===== config.mk =====
export PLATFORM = sky130hd
export DESIGN_NAME = spi_page_front
export DESIGN_NICKNAME = d
export VERILOG_FILES = /design/src/rtl/spi_page_front.sv
export SDC_FILE = /design/constraint.sdc
export NUM_CORES = 1
export LEC_CHECK = 0
export BUFFER_PORTS_ARGS = -buffer_cell sky130_fd_sc_hd__buf_2
export CAP_MARGIN = 20
export CORE_AREA = 2 2 82 84
export DETAILED_ROUTE_END_ITERATION = 8
export DIE_AREA = 0 0 84 86
export GPL_ROUTABILITY_DRIVEN = 0
export PLACE_DENSITY = 0.74
export SKIP_CTS_REPAIR_TIMING = 1
export SLEW_MARGIN = 10
export SYNTH_ARGS = -nofsm -noshare
export SYNTH_HDL_FRONTEND = slang
export SYNTH_SLANG_ARGS = --single-unit

===== constraint.sdc =====
create_clock -name clk -period 2 [get_ports clk]
set_input_delay 0.2 -clock clk [delete_from_list [all_inputs] [get_ports clk]]
set_output_delay 0.2 -clock clk [all_outputs]
set_load 0.005 [all_outputs]

===== src/rtl/spi_page_front.sv =====
module spi_page_front #(
  parameter int WORD_W    = 16,
  parameter int PAGE_W    = 4,
  parameter int OFF_W     = 6,
  parameter int NUM_PAGES = 3,
  parameter int CTRL_PAGE = 1,
  parameter int KEY_REG   = 4,
  parameter logic [15:0] KEY_VAL = 16'hBB00
) (
  input  logic                         clk,
  input  logic                         rst_n,
  input  logic                         word_valid,
  input  logic [WORD_W-1:0]            word_in,
  input  logic [$clog2(WORD_W+1)-1:0]  word_len,
  output logic [WORD_W-1:0]            word_out,
  output logic [PAGE_W-1:0]            reg_page,
  output logic [OFF_W-1:0]             reg_offset,
  output logic                         reg_wr,
  output logic [WORD_W-1:0]            reg_wdata,
  output logic                         reg_rd,
  input  logic [WORD_W-1:0]            reg_rdata,
  output logic                         soft_reset,
  output logic                         overrun,
  output logic                         underrun,
  output logic                         page_err
);
  localparam int LEN_W   = $clog2(WORD_W+1);
  localparam int DIR_BIT = WORD_W - 1;
  localparam int PG_TOP  = WORD_W - 2;
  localparam int OFF_TOP = PG_TOP - PAGE_W;

  logic              pend_q, cmdrd_q;
  logic [PAGE_W-1:0] page_q;
  logic [OFF_W-1:0]  off_q;

  logic acc, zero_w, page_ok, do_rd, do_wr, do_cmd, key_reg, key_hit;

  assign acc     = word_valid && (word_len == LEN_W'(WORD_W));
  assign zero_w  = (word_in == '0);
  assign page_ok = (page_q < PAGE_W'(NUM_PAGES));
  assign do_rd   = acc && ((pend_q && cmdrd_q) || (!pend_q && zero_w));
  assign do_wr   = acc && pend_q && !cmdrd_q;
  assign do_cmd  = acc && !zero_w && !do_wr;
  assign key_reg = do_wr && (page_q == PAGE_W'(CTRL_PAGE)) && (off_q == OFF_W'(KEY_REG));
  assign key_hit = key_reg && (word_in == WORD_W'(KEY_VAL));

  always_ff @(posedge clk or negedge rst_n) begin
    if (!rst_n) begin
      pend_q <= 1'b0; cmdrd_q <= 1'b0; page_q <= '0; off_q <= '0;
      word_out <= '0; reg_page <= '0; reg_offset <= '0; reg_wdata <= '0;
      reg_wr <= 1'b0; reg_rd <= 1'b0; soft_reset <= 1'b0;
      overrun <= 1'b0; underrun <= 1'b0; page_err <= 1'b0;
    end else begin
      reg_wr     <= 1'b0;
      reg_rd     <= 1'b0;
      soft_reset <= 1'b0;
      if (reg_rd) word_out <= reg_rdata;
      if (key_hit) begin
        pend_q <= 1'b0; cmdrd_q <= 1'b0; page_q <= '0; off_q <= '0;
        overrun <= 1'b0; underrun <= 1'b0; page_err <= 1'b0;
        soft_reset <= 1'b1;
        word_out   <= '0;
      end else begin
        if (do_rd) begin
          pend_q <= 1'b0;
          off_q  <= off_q + OFF_W'(1);
          if (!cmdrd_q) underrun <= 1'b1;
          if (page_ok) begin
            reg_rd     <= 1'b1;
            reg_page   <= page_q;
            reg_offset <= off_q;
          end else begin
            page_err <= 1'b1;
            word_out <= '1;
          end
        end
        if (do_wr) begin
          pend_q   <= 1'b0;
          word_out <= '0;
          if (!page_ok) page_err <= 1'b1;
          else if (!key_reg) begin
            reg_wr     <= 1'b1;
            reg_page   <= page_q;
            reg_offset <= off_q;
            reg_wdata  <= word_in;
          end
        end
        if (do_cmd) begin
          pend_q  <= 1'b1;
          cmdrd_q <= word_in[DIR_BIT];
          page_q  <= word_in[PG_TOP -: PAGE_W];
          off_q   <= word_in[OFF_TOP -: OFF_W];
          if (pend_q && cmdrd_q) overrun <= 1'b1;
          if (!do_rd) word_out <= '0;
        end
        if (word_valid && !acc) word_out <= '0;
      end
    end
  end

  p_width_r1: assert property (@(posedge clk) disable iff (!rst_n)
    (word_valid && !acc) |=> (word_out == '0 && !reg_wr && !reg_rd));

  p_one_strobe_r3: assert property (@(posedge clk) disable iff (!rst_n)
    !(reg_wr && reg_rd));

  p_rd_origin_r4: assert property (@(posedge clk) disable iff (!rst_n)
    $rose(reg_rd) |-> $past(word_valid));

  p_page_ok_r8: assert property (@(posedge clk) disable iff (!rst_n)
    (reg_wr || reg_rd) |-> (reg_page < PAGE_W'(NUM_PAGES)));

  p_key_clear_r9: assert property (@(posedge clk) disable iff (!rst_n)
    soft_reset |-> (!overrun && !underrun && !page_err && !reg_wr));

  p_sticky_r10: assert property (@(posedge clk) disable iff (!rst_n)
    (overrun && !key_hit) |=> overrun);

  p_sticky_udr_r10: assert property (@(posedge clk) disable iff (!rst_n)
    (underrun && !key_hit) |=> underrun);
endmodule


==> impl_summary.txt <==
----------------------------------------------------
[Synthesis]
  Library cell with the highest instance count after synthesis ... dfrtp_1
  Area fraction of the dominant cell type after synthesis ... 52.7%
  Warnings, synthesis ... 0
  Post-synthesis share of cell area spent on and, or, nand and nor gates ... 13.3%
  Instance count of the mapped netlist ... 234
  Post-synth ARST share ... 100%
  Post-synth design cell area ... 0.00285 mm2
  Yosys top cell by area ... dfrtp_1
  Count of different cell masters after synthesis ... 55
  Yosys reg bits ... 60
  EDFF count, synth ... 0
  Average cell area after synthesis ... 12.2 um2
  Fraction of the yosys area taken by sequential cells ... 52.7%
  Xor and xnor area share after synthesis ... 0%
  Post-synth top cells ... 60 x dfrtp_1, 17 x mux2i_1, 13 x a21oi_1, 13 x mux2_1, 12 x a21oi_2
  Most used flip-flop cell after synthesis ... dfrtp_1
  Post-synthesis compound-gate area fraction ... 16.7%
  Area contributors post-synth ... dfrtp_1 53%, mux2i_1 6.0%, mux2_1 5.1%
  Adder and majority cell fraction of the synthesized area ... 0.878%
  Post-Syn Nets ... 276
  Dominant combinational cell family by area after synthesis ... compound AO/OA/AOI/OAI gates
  Share of synthesized area spent on multiplexers ... 14.3%

[Final layout]
  Final core occ ... 59.8%
  Antenna fix cells ... 0
  Area occupied by multi-input gates ... 0.00129 mm2
  Area overhead of the layout relative to synthesis ... 31.6%
  Fraction of layout cells with a size suffix above 1 ... 46.3%
  Design area ... 0.00375 mm2
  Layout fillers ... 546
  Seq. cell area ... 0.00150 mm2
  Final layout net count ... 390

[STA]
  Max-slew headroom ... 71.8%
  Max-slew violation total from the final report ... 0
  Tcrit/Tclk final ... 97.0%
  Worst hold margin ... 0.109 ns
  Largest clock skew in the final design ... 0.00679 ns
  Hold Fails Final Rpt ... 0
  Unrepaired setup endpoints after global routing ... no
  Crit path time final ... 1.94 ns
  Worst Max-Slew Pin Slew ... 0.419 ns
  Max Fclk ... 516 MHz
  Final setup vio count ... 0
  Setup TNS ... 0 ns

[Floorplanning]
  Starting Density ... 45.4%
  Cell Rows ... 29
  Floorplan core area ... 0.00628 mm2
  I/O Pins ... 88
  Die Y-Extent ... 86 um
  Die area ... 0.00722 mm2
  Die boundary width ... 84 um

[Setup path]
  Worst endpoint data arrival time ... 2.16 ns
  CP Launch Type ... flop
  CP endpoint kind ... flop
  R2r worst-path depth ... 6
  Critical path peak fanout ... 6
  Worst path required time ... 2.22 ns
  Type of the worst setup path ... flop to flop

[Detailed routing]
  Count of unresolved DRC violations after routing ... 0
  Violation count after the first detailed-routing iteration ... 97
  Per-cell routed wire length ... 16.1 um
  Total vias in the final route ... 2350
  First-pass iteration count of the detailed router ... 4
  Total Routed Length ... 6920 um
  Remaining number of nets flagged by the antenna check after routing ... 0
  Detailed-route vias per instance ... 5.48

[Worst hold path]
  Class of the most critical hold timing path ... input port to flop
  Hold Path Stages ... 2

[Power]
  Power per unit of standard cell area ... 775 mW/mm2
  Static Leakage ... 1.90 nW
  Maximum resistive drop on vdd ... 0.504 mV

[Global routing]
  Number of global-route vias before repair ... 2351
  Pin count of the biggest net entering global routing ... 61
  Global routing usage summed across all routing layers ... 19.9%
  Number of antenna violations at the first check in global routing ... 0
  Global-route wire length before repair ... 11300 um
  Grt total ovfl ... 0

[Placed design]
  HPWL Detailed ... 5190 um
  Placed standard-cell area ... 0.00354 mm2
  Count of buffers from port buffering ... 87

[Clock tree]
  TritonCTS clock tree ... built
  Clock root buffer ... clkbuf_8
  Total number of H-tree levels ... 3
  Number of CTS-inserted buffers ... 9
  Clock Path Buffers ... 2
  Number of clock sinks seen by CTS ... 60
  Clock transition at the register clock pins on the worst setup and hold paths after CTS ... 0.06 ns
  Clock latency on the worst-skew pair ... 0.34 ns

[Run status]
  Result of the run ... complete, no violations

[Flow run]
  Total of max-cap violations ... 0

----------------------------------------------------
state kept, by name (all words and copies together) (netlist names):
| name | cells |
|---|---|
| cmdrd_q | 1 |
| reg_rd | 1 |
| page_err | 1 |
| reg_page | 4 |
| underrun | 1 |
| reg_offset | 6 |
| pend_q | 1 |
| reg_wr | 1 |
| off_q | 6 |
| reg_wdata | 16 |
| overrun | 1 |
| page_q | 4 |
| soft_reset | 1 |
| word_out | 16 |
area by class of cell:
type / count / share of cell area, %
multi-input combinational: 161 / 34.5
sequential: 60 / 40.1
tap: 77 / 2.57
clock inverter: 5 / 1.40
timing repair buffer: 112 / 17.4
clock buffer: 10 / 3.67
inverter: 4 / 0.400
cells in the final DEF (no fill, tap or decap), types with 4 or more instances in the layout:
cell       n
a21oi_1   13
a21oi_2   12
a22o_1     5
buf_2     87
buf_4     21
clkbuf_8  10
dfrtp_1   59
inv_1      4
mux2_1    13
mux2_2     8
mux2i_1   17
nand2_1   10
nor2_1     8
nor2b_1    4
nor3_1     5
o21ai_0    8
logic make-up after synthesis:
family	Yosys count
buf+inv	13
mux	38
fa+ha+maj	2
compound gates	64
simple gates	57
flops	60
where the power goes:
part	leakage, nW	switching, mW	total, mW	internal [mW]
clock network	0.0979	0.464	1.06	0.595
logic	0.996	0.277	0.513	0.236
registers	0.811	0.0481	1.34	1.29
layer usage:
layer,routed length [um],up-vias,GRT usage [%]
met5,0,-,0
met4,108,0,7.62
met3,454,11,3.95
met2,3340,98,33.5
met1,3020,1128,25.7
li1,-,1113,-
worst max-delay path, stage by stage (launching register included):
cell and delay [ns]:
dfrtp_2 0.45, or3_4 0.35, nor4_4 0.31, buf_4 0.17, a21o_1 0.13, a31oi_1 0.10
a2111oi_1 0.31
worst paths after layout:
check | start | to | slack [ns]
max in group asynchronous | rst_n | page_q[1] | 1.32
hold / removal | word_in[0] | reg_wdata[0] | 0.11
min in group asynchronous | rst_n | word_out[0] | 0.39
hold reg to reg | reg_page[3] | reg_page[3] | 0.48
setup / recovery | page_q[1] | off_q[3] | 0.06
setup reg to reg | page_q[1] | off_q[3] | 0.06
stage by stage:
stage	std cells	total power [mW]	worst slack [ns]
floorplan	234	1.60	0.0441
CTS	428	2.94	0.0362
global route	429	3.05	0.0109
detailed placement	413	1.87	-0.0117
global placement	413	1.85	0.0000747
finish	429	2.91	0.0602
No activity file was read; power rests on OpenSTA's default activity.
